[config.mk]
export PLATFORM = sky130hd
export DESIGN_NAME = sector_ecc_judge
export DESIGN_NICKNAME = d
export VERILOG_FILES = /design/src/rtl/sej_pkg.sv /design/src/rtl/sej_range.sv /design/src/rtl/sej_nibble.sv /design/src/rtl/sector_ecc_judge.sv
export SDC_FILE = /design/constraint.sdc
export NUM_CORES = 1
export LEC_CHECK = 0
export ABC_AREA = 1
export BUFFER_PORTS_ARGS = -buffer_cell sky130_fd_sc_hd__buf_4
export CORE_UTILIZATION = 56
export DETAILED_ROUTE_END_ITERATION = 16
export PLACE_DENSITY = 0.91
export SLEW_MARGIN = 10
export SYNTH_ARGS = -nofsm -noshare
export SYNTH_HDL_FRONTEND = slang
export SYNTH_HIERARCHICAL = 1
export SYNTH_SLANG_ARGS = --single-unit
[constraint.sdc]
create_clock -name clk -period 5.4 [get_ports clk]
set_clock_uncertainty 0.2 [all_clocks]
set_input_delay 0.54 -clock clk [delete_from_list [all_inputs] [get_ports clk]]
set_output_delay 0.54 -clock clk [all_outputs]
set_load 0.01 [all_outputs]
[src/rtl/sej_pkg.sv]
package sej_pkg;

    localparam int LG_W = 3;

    typedef enum logic [2:0] {
        ST_IDLE  = 3'd0,
        ST_WAIT  = 3'd1,
        ST_SCAN  = 3'd2,
        ST_BLANK = 3'd3,
        ST_HALT  = 3'd4
    } st_e;

    // log2 of sectors per page for each page size code
    function automatic logic [LG_W-1:0] sectors_lg(input logic [1:0] psel);
        case (psel)
            2'd0:    sectors_lg = 3'd0;
            2'd1:    sectors_lg = 3'd2;
            2'd2:    sectors_lg = 3'd3;
            default: sectors_lg = 3'd4;
        endcase
    endfunction

endpackage

[src/rtl/sej_range.sv]
module sej_range
    import sej_pkg::*;
#(
    parameter int SEC_W = 5
) (
    input  logic [1:0]       page_sel,
    input  logic [SEC_W-1:0] slot,
    output logic [SEC_W-1:0] first,
    output logic [SEC_W-1:0] last,
    output logic [LG_W-1:0]  lg
);
    logic [SEC_W-1:0] span_m1;

    always_comb begin
        lg      = sectors_lg(page_sel);
        // shifting in SEC_W bits drops slot bits beyond the range
        first   = slot << lg;
        span_m1 = SEC_W'((1 << lg) - 1);
        last    = first + span_m1;
    end
endmodule

[src/rtl/sej_nibble.sv]
module sej_nibble #(
    parameter int WORD_W = 32,
    parameter int LANES  = 4,
    parameter int LANE_W = 8,
    parameter int NIB_W  = 4,
    localparam int LIDX_W = $clog2(LANES)
) (
    input  logic [WORD_W-1:0] word,
    input  logic [LIDX_W-1:0] lane,
    output logic              uncorr
);
    logic [NIB_W-1:0] lane_nib [LANES];

    // lane 0 lives in the most significant byte
    for (genvar g = 0; g < LANES; g++) begin : g_lane
        assign lane_nib[g] = word[(LANES-1-g)*LANE_W +: NIB_W];
    end

    assign uncorr = &lane_nib[lane];
endmodule

[src/rtl/sector_ecc_judge.sv]
module sector_ecc_judge
    import sej_pkg::*;
#(
    parameter int SECTOR_BYTES = 512,
    parameter int STAT_WORDS   = 8,
    parameter int WORD_W       = 32,
    parameter int LANES        = 4,
    parameter int LANE_W       = 8,
    parameter int NIB_W        = 4,
    parameter int MAX_SPP      = 16,
    parameter int DONE_BIT     = 31,
    localparam int MAX_SEC  = STAT_WORDS * LANES,
    localparam int SEC_W    = $clog2(MAX_SEC),
    localparam int LIDX_W   = $clog2(LANES),
    localparam int WADDR_W  = $clog2(STAT_WORDS),
    localparam int IDX_W    = $clog2(MAX_SPP * SECTOR_BYTES),
    localparam int BADDR_W  = $clog2(MAX_SEC * SECTOR_BYTES * 2),
    localparam int SLOT_SH  = $clog2(SECTOR_BYTES) + 1
) (
    input  logic               clk,
    input  logic               rst_n,
    input  logic               start,
    input  logic [1:0]         page_sel,
    input  logic [SEC_W-1:0]   slot,
    input  logic [WORD_W-1:0]  evt_stat,
    output logic               stat_re,
    output logic [WADDR_W-1:0] stat_addr,
    input  logic [WORD_W-1:0]  stat_rdata,
    output logic               page_re,
    output logic [BADDR_W-1:0] page_addr,
    input  logic [7:0]         page_rdata,
    output logic               evt_we,
    output logic [WORD_W-1:0]  evt_wdata,
    output logic               done,
    output logic               pass,
    output logic               blank,
    output logic               fatal,
    output logic               halted
);
    typedef struct packed {
        st_e              st;
        logic [1:0]       psel;
        logic [SEC_W-1:0] slot;
        logic [SEC_W-1:0] sec;
        logic [IDX_W-1:0] idx;
        logic [WORD_W-1:0] evt;
        logic             done;
        logic             pass;
        logic             blank;
        logic             fatal;
        logic             evt_we;
    } regs_t;

    regs_t r_q, r_d;

    logic [SEC_W-1:0] first_w, last_w;
    logic [LG_W-1:0]  lg_w;
    logic [IDX_W-1:0] page_last_w;
    logic             uncorr_w;

    sej_range #(.SEC_W(SEC_W)) u_range (
        .page_sel (r_q.psel),
        .slot     (r_q.slot),
        .first    (first_w),
        .last     (last_w),
        .lg       (lg_w)
    );

    sej_nibble #(
        .WORD_W (WORD_W),
        .LANES  (LANES),
        .LANE_W (LANE_W),
        .NIB_W  (NIB_W)
    ) u_nib (
        .word   (stat_rdata),
        .lane   (r_q.sec[LIDX_W-1:0]),
        .uncorr (uncorr_w)
    );

    assign page_last_w = IDX_W'((SECTOR_BYTES << lg_w) - 1);

    always_comb begin
        r_d        = r_q;
        r_d.done   = 1'b0;
        r_d.pass   = 1'b0;
        r_d.blank  = 1'b0;
        r_d.fatal  = 1'b0;
        r_d.evt_we = 1'b0;
        case (r_q.st)
            ST_IDLE: begin
                if (start) begin
                    r_d.psel = page_sel;
                    r_d.slot = slot;
                    r_d.st   = ST_WAIT;
                end
            end
            ST_WAIT: begin
                if (evt_stat[DONE_BIT]) begin
                    r_d.evt = evt_stat;
                    r_d.sec = first_w;
                    r_d.st  = ST_SCAN;
                end
            end
            ST_SCAN: begin
                if (uncorr_w) begin
                    r_d.idx = '0;
                    r_d.st  = ST_BLANK;
                end else if (r_q.sec == last_w) begin
                    r_d.done   = 1'b1;
                    r_d.pass   = 1'b1;
                    r_d.evt_we = 1'b1;
                    r_d.st     = ST_IDLE;
                end else begin
                    r_d.sec = r_q.sec + 1'b1;
                end
            end
            ST_BLANK: begin
                // a mismatch on the last byte still counts as fatal
                if (page_rdata != 8'hFF) begin
                    r_d.done  = 1'b1;
                    r_d.fatal = 1'b1;
                    r_d.st    = ST_HALT;
                end else if (r_q.idx == page_last_w) begin
                    r_d.done   = 1'b1;
                    r_d.blank  = 1'b1;
                    r_d.evt_we = 1'b1;
                    r_d.st     = ST_IDLE;
                end else begin
                    r_d.idx = r_q.idx + 1'b1;
                end
            end
            ST_HALT: r_d.st = ST_HALT;
            default: r_d.st = ST_IDLE;
        endcase
    end

    always_ff @(posedge clk or negedge rst_n) begin
        if (!rst_n) r_q <= '0;
        else        r_q <= r_d;
    end

    assign stat_re   = (r_q.st == ST_SCAN);
    assign stat_addr = r_q.sec[SEC_W-1:LIDX_W];
    assign page_re   = (r_q.st == ST_BLANK);
    assign page_addr = (BADDR_W'(first_w) << SLOT_SH) + BADDR_W'(r_q.idx);
    assign evt_we    = r_q.evt_we;
    assign evt_wdata = r_q.evt;
    assign done      = r_q.done;
    assign pass      = r_q.pass;
    assign blank     = r_q.blank;
    assign fatal     = r_q.fatal;
    assign halted    = (r_q.st == ST_HALT);

    assert_result_onehot_R9: assert property (@(posedge clk) disable iff (!rst_n)
        done |-> $onehot({pass, blank, fatal}));

    assert_result_needs_done_R9: assert property (@(posedge clk) disable iff (!rst_n)
        (pass || blank || fatal) |-> done);

    assert_writeback_R9: assert property (@(posedge clk) disable iff (!rst_n)
        evt_we |-> (done && !fatal && evt_wdata[DONE_BIT]));

    assert_scan_after_event_R2: assert property (@(posedge clk) disable iff (!rst_n)
        $rose(stat_re) |-> $past(evt_stat[DONE_BIT]));

    assert_word_range_R3: assert property (@(posedge clk) disable iff (!rst_n)
        stat_re |-> ((stat_addr >= WADDR_W'(first_w >> LIDX_W)) &&
                     (stat_addr <= WADDR_W'(last_w >> LIDX_W))));

    assert_halt_sticky_R8: assert property (@(posedge clk) disable iff (!rst_n)
        halted |=> (halted && !done && !evt_we));

    assert_fatal_cause_R10: assert property (@(posedge clk) disable iff (!rst_n)
        fatal |-> $past(page_re && (page_rdata != 8'hFF)));

    assert_blank_ends_walk_R7: assert property (@(posedge clk) disable iff (!rst_n)
        blank |=> (!stat_re && !page_re));
endmodule

==> out/metrics.cfg, run 1 <==
[route]
ant_nets = 0
post_drt_wl_per_cell_um = 13.7
drc_errors = 0
first_pass_iters = 5
routed_via_density = 5.15
routed_wl_mm = 9.60
drtIter0Drc = 181
vias = 3600

[power]
power.density_mw_per_mm2 = 188
peakVddDrop_v = 0.000144
leakage_nw = 2.94

[sta]
fin_crit_ps = 3820
period_share_pct = 70.7
setup_viol = 0
worstMarginPinSlew_ps = 1100
rsz0062_at_grt = no
slew_headroom_pct = 26.4
fmax_mhz = 262
finalHoldViolations = 0
maxSlewViolCount = 0
finalSetupTns_ps = 0

[placed_design]
io_buffers = 123
globalplace.congestion = 0.883
hpwl_mm = 7.14

[worst_setup_path]
cp-end-kind = flip-flop
critPathKind = reg -> reg
path_common_cell = nand2_1
critical_path.max_stage_delay_ps = 470
cp_slowest_cell = ha_1
worstSetupStartpointType = flip-flop
crit_path_max_fanout = 9
crit_path_cell_trace = inv_1 -> ha_1 -> inv_2 -> nand3_1 -> nand2_1 -> nor2_2 -> xor2_1 -> inv_1 -> ha_1 -> nand3_1 -> nand3_1 -> inv_1 -> nand2_2 -> nand2_1 -> nand2_1 -> nand2_1 -> inv_1 -> xnor2_1 -> nand3_1 -> nand2_1 -> nand2_2 -> nor2_1 -> a21oi_1
critical_path_required_ps = 5400
worstPathArrival_ps = 3820

[cells_and_area]
utilization_pct = 69.0
layout-drive-gt1-share_pct = 34.7
final_nets = 691
area_delta_synth_final_pct = 19.3
antennaDiodeCount = 0
nFillCells = 632

[global_route]
grt_max_degree = 66
grt_pass1_wl_mm = 16.0
grt_use_total_pct = 23.9
antenna_found_initial = 0
grt_pass1_vias = 3576
grt_overflow = 0

[clock_network]
path_clk_slew_ps = 80
clock_latency_ps = 340
hold_buffers = 0
tritoncts = done
ctsResizeCount = 0
cts_root_buf = clkbuf_8
cts_setup_buffers = 0
cts_buffers = 9
cts.sinks = 65
htree_levels = 3
clockBufferDepth = 2

[yosys]
synth_ff_type = dfrtp_1
avgSynthCellArea_um2 = 8.71
ys_top_cells_by_area = dfrtp_1 37%, nand2_1 10%, mux2_4 9.4%, buf_4 7.6%, inv_1 4.7%
ys_warn_count = 6
yosysTopAreaCell = dfrtp_1
syn_area_mm2 = 0.00445
netlist.area_leader.share_pct = 36.5
syn_inst = 511
synth-seq-cells = 65
ys_seq_area_share_pct = 36.5
synthArstFlopShare_pct = 100
yosysMostFrequentCell = nand2_1
syn-num-nets = 610
yosysUniqueCellTypes = 38
synth_edf_count = 0
yosys-top-cells-count = 123 x nand2_1, 65 x dfrtp_1, 56 x inv_1

[floorplan]
die_area_mm2 = 0.00831
io_pins = 140
start_util_pct = 57.9
core_mm2 = 0.00769
rows = 32
die_y_um = 91.1
die_w_um = 91.1

[status]
outcome = complete, no violations

[min_path]
hp-class = in -> async

[run]
maxCapViolCount = 0

==> worst max-delay path, delay by kind of cell (launching register included) <==
kind                       cells  cell delay (ps)
buffers and inverters          5              400
AOI/OAI and AO/OA              1               50
xor gates and xnor gates       2              390
DFF                            1              430
and+or+nand+nor               13             1400
adders and majority gates      2              810
==> where the power goes <==
group	total (W)	internal [W]	switching (W)
sequential	0.000486	0.000486	0
clock	0.000459	0.000262	0.000198
combinational	0.0000502	0.0000313	0.0000189
total	0.000996	0.000779	0.000217
==> cells by family (layout without fill, tap and decap cells) <==
family	count (synthesis)	after routing	synth area share (%)
and+or+nand+nor	238	238	26.1
DFF	65	65	36.5
buffers and inverters	116	202	14.6
xor gates and xnor gates	13	13	2.73
muxes	38	38	12.0
adders and majority gates	17	17	5.12
AOI/OAI and AO/OA	24	24	2.90
==> per-stage QoR <==
stage	std cells	power [W]	hold slack, ps	cell area, µm²	setup WS [ps]
final	699	0.000996	70.0	5310	1580
after CTS	699	0.00101	112	5310	1600
after global routing	699	0.00103	146	5310	1160
after detailed placement	683	0.000547	273	5090	1660
after floorplan	511	0.000500	44.4	4450	2160
after global placement	683	0.000545	251	5090	1800
==> routing by layer <==
| layer | wire length [µm] | global-route usage [%] | vias to the layer above |
|---|---|---|---|
| li1 | - | - | 1777 |
| met1 | 4050 | 29.5 | 1702 |
| met2 | 4960 | 41.5 | 102 |
| met3 | 393 | 3.77 | 19 |
| met4 | 198 | 10.4 | 0 |
| met5 | 0 | 0 | - |
==> flip-flops by register name, summed over array words and instances, names as in the netlist <==
name and count:
r_q 25, blank 1, evt_wdata 32, fatal 1, done 1, stat_addr 3
evt_we 1, pass 1
==> cell type report <==
cell class                      instances  area (µm²)  area share, %
Clock buffer                           10         128           2.40
Clock inverter                          6        91.3           1.72
Inverter                               63         239           4.50
Multi-Input combinational cell        330        2170           40.9
Sequential cell                        65        1630           30.6
Tap cell                              102         128           2.40
Timing Repair Buffer                  123         923           17.4
==> placed cells by master (no fill, tap or decap), types with 3 or more instances in the layout <==
cell        netlist  final
nand3_4           3      3
clkbuf_8          0      9
nor2_2            3      3
ha_1             15     15
mux2_4           28     28
nand4_1          21     21
buf_4            45    123
nor2_4            3      3
nor2_1           34     34
xnor2_1           5      5
o21ai_0           9      9
inv_2             6      6
nand3_1          33     33
xor2_1            7      7
clkinvlp_4        0      3
nor3_1            3      3
mux2_2           10     10
nand2_2           3      3
inv_1            56     56
dfrtp_1          65     65
nand2_1         123    123
nand3_2           5      5
a21oi_1          10     10
==> final timing paths <==
kind                                 end          start  slack (ps)  cells past startpoint
max in group asynchronous   evt_wdata[2]          rst_n        4340                      1
max reg2reg                      r_q[51]        r_q[61]        1580                     23
min                        evt_wdata[14]          rst_n          70                      1
max                              r_q[51]        r_q[61]        1580                     23
min in group clk           evt_wdata[15]   evt_stat[15]         230                      2
min reg2reg                evt_wdata[31]  evt_wdata[31]         290                      2
No activity file was read; power rests on OpenSTA's default activity.
==> inputs of run 2 (changes only) <==
--- a/config.mk
+++ b/config.mk
@@ -7,9 +7,9 @@
 export LEC_CHECK = 0
 export ABC_AREA = 1
 export BUFFER_PORTS_ARGS = -buffer_cell sky130_fd_sc_hd__buf_4
-export CORE_UTILIZATION = 56
+export CORE_UTILIZATION = 52
 export DETAILED_ROUTE_END_ITERATION = 16
-export PLACE_DENSITY = 0.91
+export PLACE_DENSITY = 0.86
 export SLEW_MARGIN = 10
 export SYNTH_ARGS = -nofsm -noshare
 export SYNTH_HDL_FRONTEND = slang
==> constraint.sdc (replaced) <==
create_clock -name clk -period 3.8 [get_ports clk]
set_clock_uncertainty 0.2 [all_clocks]
set_input_delay 0.38 -clock clk [delete_from_list [all_inputs] [get_ports clk]]
set_output_delay 0.38 -clock clk [all_outputs]
set_load 0.01 [all_outputs]
==> run 2 against run 1 <==
Final cell count increased by 0.72%. Clock-buffer cell count shrank 1. Fmax grew 8.7%. Total power increased by 45%. Critical endpoint unchanged. Largest cell class unchanged.
==> out/metrics.cfg, run 2 (synthesis results as in run 1) <==
[cells_and_area]
layout-drive-gt1-share_pct = 36.4  ; was 34.7%
antennaDiodeCount = 0  ; unchanged
layout_common_cells = 124 x buf_4, 122 x nand2_1, 64 x dfrtp_1, 55 x inv_1  ; was 123 x nand2_1, 123 x buf_4, 65 x dfrtp_1, 56 x inv_1, 34 x nor2_1
final_nets = 693  ; was 691
area_delta_synth_final_pct = 20.7  ; was 19.3%
final_common_cell = buf_4
largest_register_ffs = 32  ; unchanged

[sta]
finalSetupTns_ps = 0  ; unchanged
fmax_mhz = 285  ; was 262 MHz
period_share_pct = 92.4  ; was 70.7%
rsz0062_at_grt = no  ; unchanged
fin_crit_ps = 3510  ; was 3820 ps
maxSlewViolCount = 0  ; unchanged
finalHoldViolations = 0  ; unchanged
slew_headroom_pct = 26.5  ; was 26.4%
setup_viol = 0  ; unchanged
hold_slack_ps = 51.4  ; was 70.0 ps
worstMarginPinSlew_ps = 1100  ; about the same

[floorplan]
rows = 33  ; was 32
die_w_um = 94.5  ; was 91.1 µm
start_util_pct = 53.9  ; was 57.9%
die_area_mm2 = 0.00893  ; was 0.00831 mm²
die_y_um = 94.5  ; was 91.1 µm
core_mm2 = 0.00826  ; was 0.00769 mm²
io_pins = 140  ; unchanged

[clock_network]
cts.sinks = 65  ; unchanged
cts_root_buf = clkbuf_8  ; unchanged
path_clk_slew_ps = 80  ; about the same
cts_setup_buffers = 0  ; unchanged
htree_levels = 3  ; unchanged
cts_buffers = 9  ; unchanged
clockBufferDepth = 2  ; unchanged
tritoncts = done  ; unchanged
clock_latency_ps = 350  ; was 340 ps

[worst_setup_path]
timing.rr.end = r_q[51]  ; unchanged
r2r_slack_ps = 290  ; was 1580 ps
worst-r2r-cell-count = 23  ; unchanged
critical_path_required_ps = 3820  ; was 5400 ps
worstPathArrival_ps = 3530  ; was 3820 ps
critPathKind = reg -> reg  ; unchanged
cp-end-kind = flip-flop  ; unchanged
worstSetupStartpointType = flip-flop  ; unchanged
crit_path_max_fanout = 9  ; unchanged
r2r-start = r_q[61]  ; unchanged

[run]
maxCapViolCount = 0  ; unchanged

[min_path]
hp-class = in -> reg  ; was in -> async
worstHoldStart = evt_stat[25]
min_path_cells = 2
hold_end = evt_wdata[25]

[global_route]
grt_overflow = 0  ; unchanged
grt_pass1_wl_mm = 15.9  ; was 16.0 mm
grt_pass1_vias = 3525  ; was 3576
grt_use_total_pct = 22.7  ; was 23.9%
antenna_found_initial = 0  ; unchanged
grt_max_degree = 66  ; unchanged

[route]
ant_nets = 0  ; unchanged
routed_via_density = 5.15  ; about the same
routed_wl_mm = 9.84  ; was 9.60 mm
post_drt_wl_per_cell_um = 14.0  ; was 13.7 µm
drc_errors = 0  ; unchanged
vias = 3628  ; was 3600
first_pass_iters = 7  ; was 5
drtIter0Drc = 196  ; was 181

[power]
power.density_mw_per_mm2 = 269  ; was 188 mW/mm²
peakVddDrop_v = 0.000243  ; was 0.000144 V
leakage_nw = 2.97  ; was 2.94 nW

[placed_design]
hpwl_mm = 7.29  ; was 7.14 mm
globalplace.congestion = 0.877  ; was 0.883
io_buffers = 123  ; unchanged

[status]
outcome = complete, no violations  ; unchanged

==> run 2: power breakdown <==
part	total [W]	internal (W)	switching, W
sequential	0.000691	0.000691	0
clock	0.000684	0.000376	0.000308
combinational	0.0000717	0.0000451	0.0000266
==> run 2: routing by layer <==
metal	track usage, %	vias to the layer above	routed length (µm)
met5	0	-	0
met4	10.9	0	205
met3	3.78	23	521
met2	39.3	132	5180
met1	27.4	1703	3930
li1	-	1770	-
==> run 2: layout make-up <==
class | count | area [µm²]
Clock buffer | 9 | 124
Clock inverter | 7 | 104
Fill cell | 693 | 2890
Inverter | 63 | 239
Multi-Input combinational cell | 330 | 2200
Sequential cell | 65 | 1630
Tap cell | 105 | 131
Timing Repair Buffer | 125 | 941
==> run 2: how the worst max path moves through the flow <==
stage	from	end	slack, ps	cells after the start
finish	r_q[61]	r_q[51]	290	23
global route	r_q[61]	stat_addr[1]	7	19
CTS	r_q[60]	r_q[51]	110	19
detailed placement	r_q[60]	r_q[51]	140	19
global placement	r_q[60]	r_q[51]	270	19
floorplan	r_q[60]	r_q[51]	560	19
==> run 2: what timing repair did <==
item / 4_1_cts / 5_1_grt
endpoints found under the hold margin: 65 / 0
setup endpoints to repair: 0 / 6
resized for setup: 0 / 10
hold buffers: 1 / 0
==> run 2: through the flow <==
| step | cell area (µm²) | power [W] | setup WS (ps) | cells | utilization [%] |
|---|---|---|---|---|---|
| 4_1_cts | 5340 | 0.00146 | 108 | 704 | 64.6 |
| 5_1_grt | 5370 | 0.00149 | 7.37 | 704 | 65.0 |
| 6_report | 5370 | 0.00145 | 290 | 704 | 65.0 |
| 3_3_place_gp | 5100 | 0.000775 | 268 | 687 | 61.8 |
| 3_5_place_dp | 5100 | 0.000777 | 138 | 687 | 61.8 |
| 2_1_floorplan | 4450 | 0.000711 | 560 | 511 | - |
==> run 2: worst max-delay path, cell delays in order (launching register included) <==
cell	delay, ps
dfrtp_2	420
inv_1	110
ha_4	340
inv_2	60
nand3_1	70
nand2_1	100
nor2_2	120
xor2_1	180
inv_1	60
ha_1	340
nand3_1	110
nand3_1	100
inv_1	100
nand2_2	60
nand2_1	60
nand2_1	40
nand2_1	50
inv_1	60
xnor2_2	200
nand3_1	150
nand2_2	110
nand2_2	110
nor2_1	170
a21oi_1	50
